File: src/rtl/mdp_pkg.sv
package mdp_pkg;
  // number of decoded B-bus sources and of C-bus destinations
  localparam int NSRC = 9;
  localparam int NWR  = 9;

  // C-bus write enable bit positions
  localparam int WR_H   = 0;
  localparam int WR_OPC = 1;
  localparam int WR_TOS = 2;
  localparam int WR_CPP = 3;
  localparam int WR_LV  = 4;
  localparam int WR_SP  = 5;
  localparam int WR_PC  = 6;
  localparam int WR_MDR = 7;
  localparam int WR_MAR = 8;

  // B-bus source codes
  typedef enum logic [3:0] {
    BS_MDR  = 4'd0,
    BS_PC   = 4'd1,
    BS_MBRS = 4'd2,
    BS_MBRU = 4'd3,
    BS_SP   = 4'd4,
    BS_LV   = 4'd5,
    BS_CPP  = 4'd6,
    BS_TOS  = 4'd7,
    BS_OPC  = 4'd8
  } bsrc_e;
endpackage

File: src/rtl/mdp_bsel_dec.sv
module mdp_bsel_dec #(
  parameter int SELW = 4,
  parameter int NOUT = 9
) (
  input  logic [SELW-1:0] sel,
  output logic [NOUT-1:0] onehot
);
  for (genvar i = 0; i < NOUT; i++) begin : g_dec
    assign onehot[i] = (sel == SELW'(i));
  end
endmodule

File: src/rtl/mdp_word_reg.sv
module mdp_word_reg #(
  parameter int W = 32
) (
  input  logic         clk,
  input  logic         rst,
  input  logic         en,
  input  logic [W-1:0] d,
  output logic [W-1:0] q
);
  always_ff @(posedge clk) begin
    if (rst)     q <= '0;
    else if (en) q <= d;
  end
endmodule

File: src/rtl/mdp_bus_mux.sv
module mdp_bus_mux #(
  parameter int DW   = 32,
  parameter int NSRC = 9
) (
  input  logic [NSRC-1:0]         onehot,
  input  logic [NSRC-1:0][DW-1:0] src,
  output logic [DW-1:0]           bus
);
  // AND-OR selection: no select bit set yields zero
  always_comb begin
    bus = '0;
    for (int i = 0; i < NSRC; i++) begin
      bus = bus | (src[i] & {DW{onehot[i]}});
    end
  end
endmodule

File: src/rtl/mdp_reg_bus.sv
module mdp_reg_bus
  import mdp_pkg::*;
#(
  parameter int DW   = 32,
  parameter int BW   = 8,
  parameter int SELW = 4
) (
  input  logic            clk,
  input  logic            rst,
  input  logic [SELW-1:0] b_sel,
  input  logic [DW-1:0]   c_val,
  input  logic [NWR-1:0]  c_wr,
  input  logic            rd_word_valid,
  input  logic [DW-1:0]   rd_word_data,
  input  logic            fetch_valid,
  input  logic [BW-1:0]   fetch_byte,
  output logic [DW-1:0]   b_bus,
  output logic [DW-1:0]   h_out,
  output logic [DW-1:0]   mar_out,
  output logic [DW-1:0]   mdr_out,
  output logic [DW-1:0]   pc_out,
  output logic [BW-1:0]   mbr_out
);
  localparam int EXTW = DW - BW;

  logic [NWR-1:0][DW-1:0]  regq;
  logic [NSRC-1:0]         src_oh;
  logic [NSRC-1:0][DW-1:0] src;
  logic [BW-1:0]           mbr_q;

  // C-bus destinations; MDR also takes memory words, which win
  for (genvar i = 0; i < NWR; i++) begin : g_reg
    if (i == WR_MDR) begin : g_mdr
      logic [DW-1:0] mdr_d;
      assign mdr_d = rd_word_valid ? rd_word_data : c_val;
      mdp_word_reg #(.W(DW)) u_r (
        .clk(clk), .rst(rst),
        .en(c_wr[i] | rd_word_valid),
        .d(mdr_d), .q(regq[i])
      );
    end else begin : g_plain
      mdp_word_reg #(.W(DW)) u_r (
        .clk(clk), .rst(rst),
        .en(c_wr[i]),
        .d(c_val), .q(regq[i])
      );
    end
  end

  // fetch byte register: byte port only
  mdp_word_reg #(.W(BW)) u_mbr (
    .clk(clk), .rst(rst),
    .en(fetch_valid),
    .d(fetch_byte), .q(mbr_q)
  );

  // B-bus source table in select-code order
  always_comb begin
    src          = '0;
    src[BS_MDR]  = regq[WR_MDR];
    src[BS_PC]   = regq[WR_PC];
    src[BS_MBRS] = {{EXTW{mbr_q[BW-1]}}, mbr_q};
    src[BS_MBRU] = {{EXTW{1'b0}}, mbr_q};
    src[BS_SP]   = regq[WR_SP];
    src[BS_LV]   = regq[WR_LV];
    src[BS_CPP]  = regq[WR_CPP];
    src[BS_TOS]  = regq[WR_TOS];
    src[BS_OPC]  = regq[WR_OPC];
  end

  mdp_bsel_dec #(.SELW(SELW), .NOUT(NSRC)) u_dec (
    .sel(b_sel), .onehot(src_oh)
  );

  mdp_bus_mux #(.DW(DW), .NSRC(NSRC)) u_mux (
    .onehot(src_oh), .src(src), .bus(b_bus)
  );

  assign h_out   = regq[WR_H];
  assign mar_out = regq[WR_MAR];
  assign mdr_out = regq[WR_MDR];
  assign pc_out  = regq[WR_PC];
  assign mbr_out = mbr_q;
endmodule

File: config.mk
export PLATFORM = sky130hd
export DESIGN_NAME = mdp_reg_bus
export DESIGN_NICKNAME = d
export VERILOG_FILES = /design/src/rtl/mdp_pkg.sv /design/src/rtl/mdp_bsel_dec.sv /design/src/rtl/mdp_word_reg.sv /design/src/rtl/mdp_bus_mux.sv /design/src/rtl/mdp_reg_bus.sv
export SDC_FILE = /design/constraint.sdc
export NUM_CORES = 1
export LEC_CHECK = 0
export BUFFER_PORTS_ARGS = -buffer_cell sky130_fd_sc_hd__buf_2
export CAP_MARGIN = 5
export CORE_MARGIN = 2
export CORE_UTILIZATION = 40
export DETAILED_ROUTE_END_ITERATION = 8
export SLEW_MARGIN = 0
export SYNTH_ARGS = -nofsm -noshare
export SYNTH_HDL_FRONTEND = slang
export SYNTH_SLANG_ARGS = --single-unit
File: constraint.sdc
create_clock -name clk -period 1.9 [get_ports clk]
set_input_delay 0.38 -clock clk [delete_from_list [all_inputs] [get_ports clk]]
set_output_delay 0.38 -clock clk [all_outputs]
set_load 0.02 [all_outputs]
==> flow_metrics.tcl, run 1 <==
set metrics [dict create \
    grt.busiest_layer "met2" \
    sw_frac_of_total_pct 26.5 \
    use_met1_pct 31.4 \
    max_freq_mhz 449 \
    worstMarginPinSlew_ps 464 \
    drt_iter0_drc 553 \
    wl_per_cell_microns 19.4 \
    synth_ff_type "dfxtp_1" \
    insertion_delay_ps 500 \
    cts_buffer_depth 3 \
    antenna_found_initial 1 \
    drtAntennaViolNets 0 \
    tns_ps -6480 \
    slew_viol_final 0 \
    synth_area_sq_um 12800 \
    maxSlewHeadroom_pct 69.0 \
    clock-sinks 296 \
    io_pins 257 \
    cts_tree "built" \
    track_usage_pct 22.9 \
    final-hold-violation-count 0 \
    hold_class "in -> reg" \
    crit_fanout 15 \
    drc 0 \
    layout_min_cycle_time_ps 2230 \
    clk_transition_reported_paths_ps 60 \
    cts_root_buf "clkbuf_16" \
    place.gp.congestion 0.804 \
    cap_viol_max_count 0 \
    cp-start-kind "flip-flop" \
    drt_first_pass_iters 5 \
    status "finished with violations" \
    area_delta_synth_final_pct 31.2 \
    nNetsFinal 1695 \
    crit_buf_inv 2 \
    grt.met2_usage_pct 37.8 \
    power_switching_uw 4190 \
    synth_top_cell_by_area "dfxtp_1" \
    violations "setup timing" \
    start_util_pct 40.6 \
    routed-via-count 10700 \
    grt_use_met3_pct 3.38 \
    synth_area_leaders "dfxtp_1 (46%), mux2i_1 (26%), nor2_1 (10%), clkbuf_1 (2.4%), a21oi_1 (2.4%)" \
    ys_ff_latch 296 \
    slowest_stage "a2111o_1" \
    syn_area_per_cell_sq_um 9.55 \
    end_kind "output pin" \
    ys_warn_count 0 \
    numCtsBuffers 35 \
    arrival_ps 1850 \
    synthDistinctLibCells 48 \
    rsz0062_at_grt "true" \
    wl_mm 39.6 \
    die_w_microns 183 \
    overflow 0 \
    setup_viol 28 \
    p_int_uw 11600 \
    max-vdd-ir-drop_mv 0.630 \
    crit_path_cell_trace "nor3b_4, buf_12, a21oi_1, nor2_1, a2111o_1, buf_6" \
    synth_nets 1431 \
    post-place-ws_ps -311 \
    async_reset_ff_share_pct 0 \
    seq_area_frac_synth_pct 46.2 \
    path_class "reg -> out" \
    fin_ws_ps -330 \
    synth-edff-count 0 \
    final_core_util_pct 53.3 \
    clock_power_share_pct 41.7 \
    yosysTopAreaCellShare_pct 46.2 \
    row_count 65 \
    core-area_sq_um 31600 \
    cts_max_level 2 \
    dp_hpwl_mm 25.7 \
    portBuffers 256 \
    hold_buffers 0 \
    grt_pass1_vias 10400 \
    final_layout_size_suffix_gt1_share_pct 30.4 \
    max_stage_delay_ps 360 \
    pwr-share-comb_pct 15.1 \
    num-fill-cells 2913 \
    crit_required_ps 1520 \
    power_per_cell_area_nw_per_um2 939 \
    sequentialPowerShare_pct 43.2 \
    vias_per_cell 5.25 \
    skew_ps 0 \
    crit_family "compound AO/OA/AOI/OAI gates" \
    fp.dieH_microns 183 \
    grt_max_degree 65 \
    grt_pass1_wl_mm 60.1 \
    synthCells 1342 \
    period_share_pct 117 \
    dieArea_sq_um 33500 \
    p_leak_uw 0.00808 \
]
registers in the layout, indices dropped and copies added (netlist names):
register         count
g.g_plain.u_r.q    256
u_mbr.q              8
g.g_mdr.u_r.q       32
worst reg2reg max path, stage by stage (launching register included):
cell and delay (ps):
dfxtp_2 340, buf_4 130, buf_4 130, mux2i_1 120, nor2_1 60, a21oi_1 130, nor2_1 50
metal layers:
layer  vias to the layer above  part of all wire, %
li1                       5159                    -
met1                      5173                   46
met2                       303                   47
met3                        47                  5.0
met4                         0                  2.0
met5                         -                    0
power groups by stage:
stage / Clock, uW / Combinational (uW) / Sequential (uW)
2_1_floorplan: 0 / 1220 / 7100
3_5_place_dp: 0 / 2220 / 6940
5_1_grt: 7030 / 2560 / 6860
6_report: 6590 / 2380 / 6820
3_3_place_gp: 0 / 2190 / 6930
4_1_cts: 6760 / 2310 / 6810
stage by stage:
step           total power, uW  hold WS (ps)  area [sq um]  instances
3_3_place_gp              9130           465         15000       1958
3_5_place_dp              9160           472         15000       1958
5_1_grt                  16500           100         16800       2035
2_1_floorplan             8330           452         12800       1342
6_report                 15800           104         16800       2035
4_1_cts                  15900          82.7         16500       2027
repair_timing:
item / in CTS / in global routing
setup buffers: 5 / 5
cloned: 1 / 2
pin swaps: 10 / 14
gates resized for setup: 81 / 66
setup endpoints to repair: 32 / 32
endpoints found under the hold margin: 0 / 0
cell usage in the layout, fill, tap and decap left out, drive strengths merged, types with 2 or more instances in the layout:
master,netlist,layout
a2111o,5,5
a211o,6,6
a21oi,62,62
a221oi,2,2
a22o,10,10
a22oi,30,30
a2bb2oi,2,2
a31oi,2,2
and2,2,2
and3,6,6
buf,55,365
bufinv,0,2
clkbuf,85,53
clkinv,0,6
dfxtp,296,296
inv,4,7
mux2,9,9
mux2i,337,337
nand2,8,8
nand2b,2,2
nand3,5,5
nand3b,4,4
nor2,348,348
nor2b,5,5
nor3,2,2
nor3b,4,4
o211ai,8,8
o21ai,3,3
o221ai,7,7
o22a,8,8
o22ai,10,10
o2bb2ai,3,3
o32a,2,2
o32ai,2,2
or2,2,2
or3,2,2
logic make-up after synthesis:
group	after synthesis	share of synthesized area (%)
flops	296	46.2
compound gates	164	8.81
buf+inv	144	5.24
mux	346	27.1
simple gates	392	12.6
area by class of cell:
cell class | count | area, sq um | area share, %
antenna | 1 | 2.50 | 0.0149
clock buffer | 51 | 1020 | 6.04
clock inverter | 12 | 124 | 0.737
inverter | 4 | 15.0 | 0.0893
multi-input combinational | 902 | 6490 | 38.6
sequential | 296 | 5940 | 35.4
tap | 402 | 503 | 2.99
timing repair buffer | 367 | 2720 | 16.2
worst paths after layout:
| path | startpoint | end | slack (ps) | cells past startpoint |
|---|---|---|---|---|
| max | u_mbr.q[7] | b_bus[25] | -330 | 6 |
| min reg2reg | g_reg[0].g_plain.u_r.q[1] | g_reg[0].g_plain.u_r.q[1] | 480 | 2 |
| min | rd_word_data[6] | g_reg[7].g_mdr.u_r.q[6] | 100 | 3 |
| max reg2reg | g_reg[7].g_mdr.u_r.q[4] | g_reg[7].g_mdr.u_r.q[4] | 840 | 6 |
synth_stat cells (5+ instances only):
library cell	instances
buf_6	8
clkbuf_1	83
a21oi_1	62
nand2_1	8
nor2_1	344
nand3_1	5
buf_2	37
o221ai_1	7
mux2i_1	337
o22a_1	8
a22o_1	10
a211o_1	6
buf_4	6
o22ai_1	10
and3_1	6
a2111o_1	5
mux2_2	8
a22oi_1	30
dfxtp_1	296
o211ai_1	8
nor2b_1	5
Note: power is estimated with default switching activity, not from simulation.
==> run 2, diff against run 1 <==
--- a/config.mk
+++ b/config.mk
@@ -5,10 +5,10 @@
 export SDC_FILE = /design/constraint.sdc
 export NUM_CORES = 1
 export LEC_CHECK = 0
+export ABC_AREA = 1
 export BUFFER_PORTS_ARGS = -buffer_cell sky130_fd_sc_hd__buf_2
-export CAP_MARGIN = 5
 export CORE_MARGIN = 2
-export CORE_UTILIZATION = 40
+export CORE_UTILIZATION = 35
 export DETAILED_ROUTE_END_ITERATION = 8
 export SLEW_MARGIN = 0
 export SYNTH_ARGS = -nofsm -noshare
==> run 2 against run 1 <==
Effect of this change: the flow still finishes with violations (setup timing); utilization is 5.3 points lower; die area is 13% higher; via count is 25% higher; clock skew stayed put; sequential power is 1% higher; flip-flop and latch count stayed put; register-to-register slack better by 220 ps; routed wire length is 17% higher; clock power is 5.9% higher; cell count is 29% higher; critical path depth stayed put; critical path type unchanged; critical endpoint is now b_bus[22].
==> flow_metrics.tcl, run 2 <==
set metrics [dict create \
    die_w_microns 194 \
    synth_top_family_by_area "simple AND/OR/NAND/NOR gates" \
    synth_area_leaders "dfxtp_1 (47%), nor2_1 (17%), nand2_1 (10%), o21ai_0 (10%), nand3_1 (7.3%)" \
    synthXorXnorAreaFrac_pct 0 \
    cts_max_level 2 \
    wl_mm 46.4 \
    cp-start-kind "flip-flop" \
    dp_hpwl_mm 30.6 \
    syn_area_per_cell_sq_um 6.61 \
    largest_reg_flops 256 \
    hold_class "in -> reg" \
    final_cell_mix "nor2_1 (529), nand2_1 (308), dfxtp_1 (295)" \
    worstMarginPinSlew_ps 429 \
    p_total_uw 16300 \
    async_reset_ff_share_pct 0 \
    max_freq_mhz 497 \
    numCtsBuffers 35 \
    ys_ff_latch 296 \
    fin_ws_ps -113 \
    synthDistinctLibCells 17 \
    max_stage_delay_ps 380 \
    p_leak_uw 0.00840 \
    final-hold-violation-count 0 \
    synthMuxAreaShare_pct 0 \
    skew_ps 0 \
    wl_per_cell_microns 17.6 \
    end_kind "output pin" \
    rsz0062_at_grt "true" \
    crit_family "flip-flops" \
    synth_area_sq_um 12700 \
    cap_viol_max_count 0 \
    drc 0 \
    overflow 0 \
    core-area_sq_um 35700 \
    grt_pass1_wl_mm 71.3 \
    maxSlewHeadroom_pct 71.4 \
    area_delta_synth_final_pct 34.7 \
    insertion_delay_ps 510 \
    top_register "g.g_plain.u_r.q" \
    antenna_found_initial 2 \
    cts_root_buf "clkbuf_16" \
    synth_most_common_cell "nor2_1" \
    final_layout_size_suffix_gt1_share_pct 24.4 \
    cts_tree "built" \
    yosysTopAreaCellShare_pct 46.7 \
    violations "setup timing" \
    synth_top_cell_by_area "dfxtp_1" \
    drt_first_pass_iters 8 \
    io_pins 257 \
    synth_compound_area_share_pct 11.2 \
    slew_viol_final 0 \
    routed-via-count 13300 \
    yosys.area_share.adder_pct 0 \
    power_switching_uw 4490 \
    crit_required_ps 1520 \
    sw_frac_of_total_pct 27.6 \
    nNetsFinal 2234 \
    max-vdd-ir-drop_mv 0.641 \
    synth_common_cells "nor2_1 (568), nand2_1 (352), dfxtp_1 (296)" \
    arrival_ps 1630 \
    diodes 0 \
    fp.dieH_microns 194 \
    crit_buf_inv 2 \
    p_int_uw 11800 \
    crit_path_cell_trace "nand3_4, clkbuf_16, nand2_4, nor2_1, nand2_1, buf_6" \
    synth_ff_type "dfxtp_1" \
    grt_pass1_vias 12400 \
    crit_fanout 6 \
    top_regs "g.g_plain.u_r.q x256, g.g_mdr.u_r.q x32, u_mbr.q x8" \
    synth_nets 2010 \
    dieArea_sq_um 37800 \
    clock-sinks 296 \
    slowest_stage "dfxtp_4" \
    row_count 69 \
    clock_power_share_pct 42.9 \
    final_core_util_pct 48.0 \
    mostFrequentLayoutCell "nor2_1" \
    fin_hold_ws_ps 95.8 \
    synthCells 1921 \
    clk_transition_reported_paths_ps 60 \
    start_util_pct 35.6 \
    status "finished with violations" \
    seq_area_frac_synth_pct 46.7 \
    layout_min_cycle_time_ps 2010 \
    ys_warn_count 0 \
    setup_viol 29 \
    period_share_pct 106 \
    portBuffers 256 \
    synth-edff-count 0 \
    sequentialPowerShare_pct 42.5 \
    synth-simple-area-share_pct 35.0 \
    pwr-share-comb_pct 14.6 \
    power_per_cell_area_nw_per_um2 950 \
    path_class "reg -> out" \
    grt_max_degree 53 \
    place.gp.congestion 0.854 \
    drt_iter0_drc 993 \
    cts_buffer_depth 3 \
    drtAntennaViolNets 0 \
    track_usage_pct 23.5 \
    vias_per_cell 5.06 \
]
run 2: changes by cell type after synthesis, moves of 13 or more:
cell      before  now
nand3_1        5  185
o21ai_0        3  264
mux2i_1      337    0
buf_1          4   32
clkbuf_1      83   96
inv_1          4   65
nand2_1        8  352
nor2_1       344  568
a21oi_1       62   21
a22oi_1       30    0
run 2: area by class of cell:
cell class,instances,area [sq um]
Clock buffer,50,1010
Clock inverter,13,176
Fill cell,3488,18600
Inverter,68,263
Multi-Input combinational cell,1398,6350
Sequential cell,296,5930
Tap cell,461,577
Timing Repair Buffer,346,2790
run 2: final timing paths:
check             slack, ps                        end                 startpoint  cells after the start
setup / recovery       -110                  b_bus[22]                 u_mbr.q[7]                      6
hold / removal          100                 u_mbr.q[1]              fetch_byte[1]                      3
setup reg to reg       1060    g_reg[7].g_mdr.u_r.q[1]    g_reg[7].g_mdr.u_r.q[1]                      5
hold reg to reg         470  g_reg[3].g_plain.u_r.q[1]  g_reg[3].g_plain.u_r.q[1]                      2
run 2: power by group through the flow:
stage	Clock [uW]	Sequential (uW)	Combinational, uW
floorplan	0	7200	1030
global placement	0	7010	2090
detailed placement	0	7020	2120
CTS	7100	6900	2290
global route	7340	6950	2580
finish	6980	6910	2370
run 2: logic make-up after synthesis:
logic type / after synthesis
AO/OA/AOI/OAI: 285
buffers and inverters: 227
flip-flops: 296
AND/OR/NAND/NOR: 1113
run 2: layer usage:
layer	GRT usage [%]	share of wire (%)	wire, microns
met5	0	0.058	27
met4	6.52	2.1	974
met3	3.87	7.1	3280
met2	34.1	42	19400
met1	35.4	49	22700
run 2: stage by stage:
step	cell area (sq um)	TNS [ps]	instances	setup WS [ps]
floorplan	12700	0	1921	264
global placement	14800	-1920	2546	-134
detailed placement	14800	-2170	2546	-146
CTS	16600	-2000	2627	-131
global route	17100	-3520	2632	-147
finish	17100	-2110	2632	-113
run 2: tightest hold or removal path: stages:
cell and delay, ps:
buf_2 70, nor2_1 30, nor2_1 80
run 2: repair_timing:
action | CTS | global route
cloned | 7 | 6
setup buffers | 11 | 1
pin swaps | 23 | 60
hold buffers | 0 | 0
setup endpoints to repair | 32 | 32
resized for setup | 102 | 126
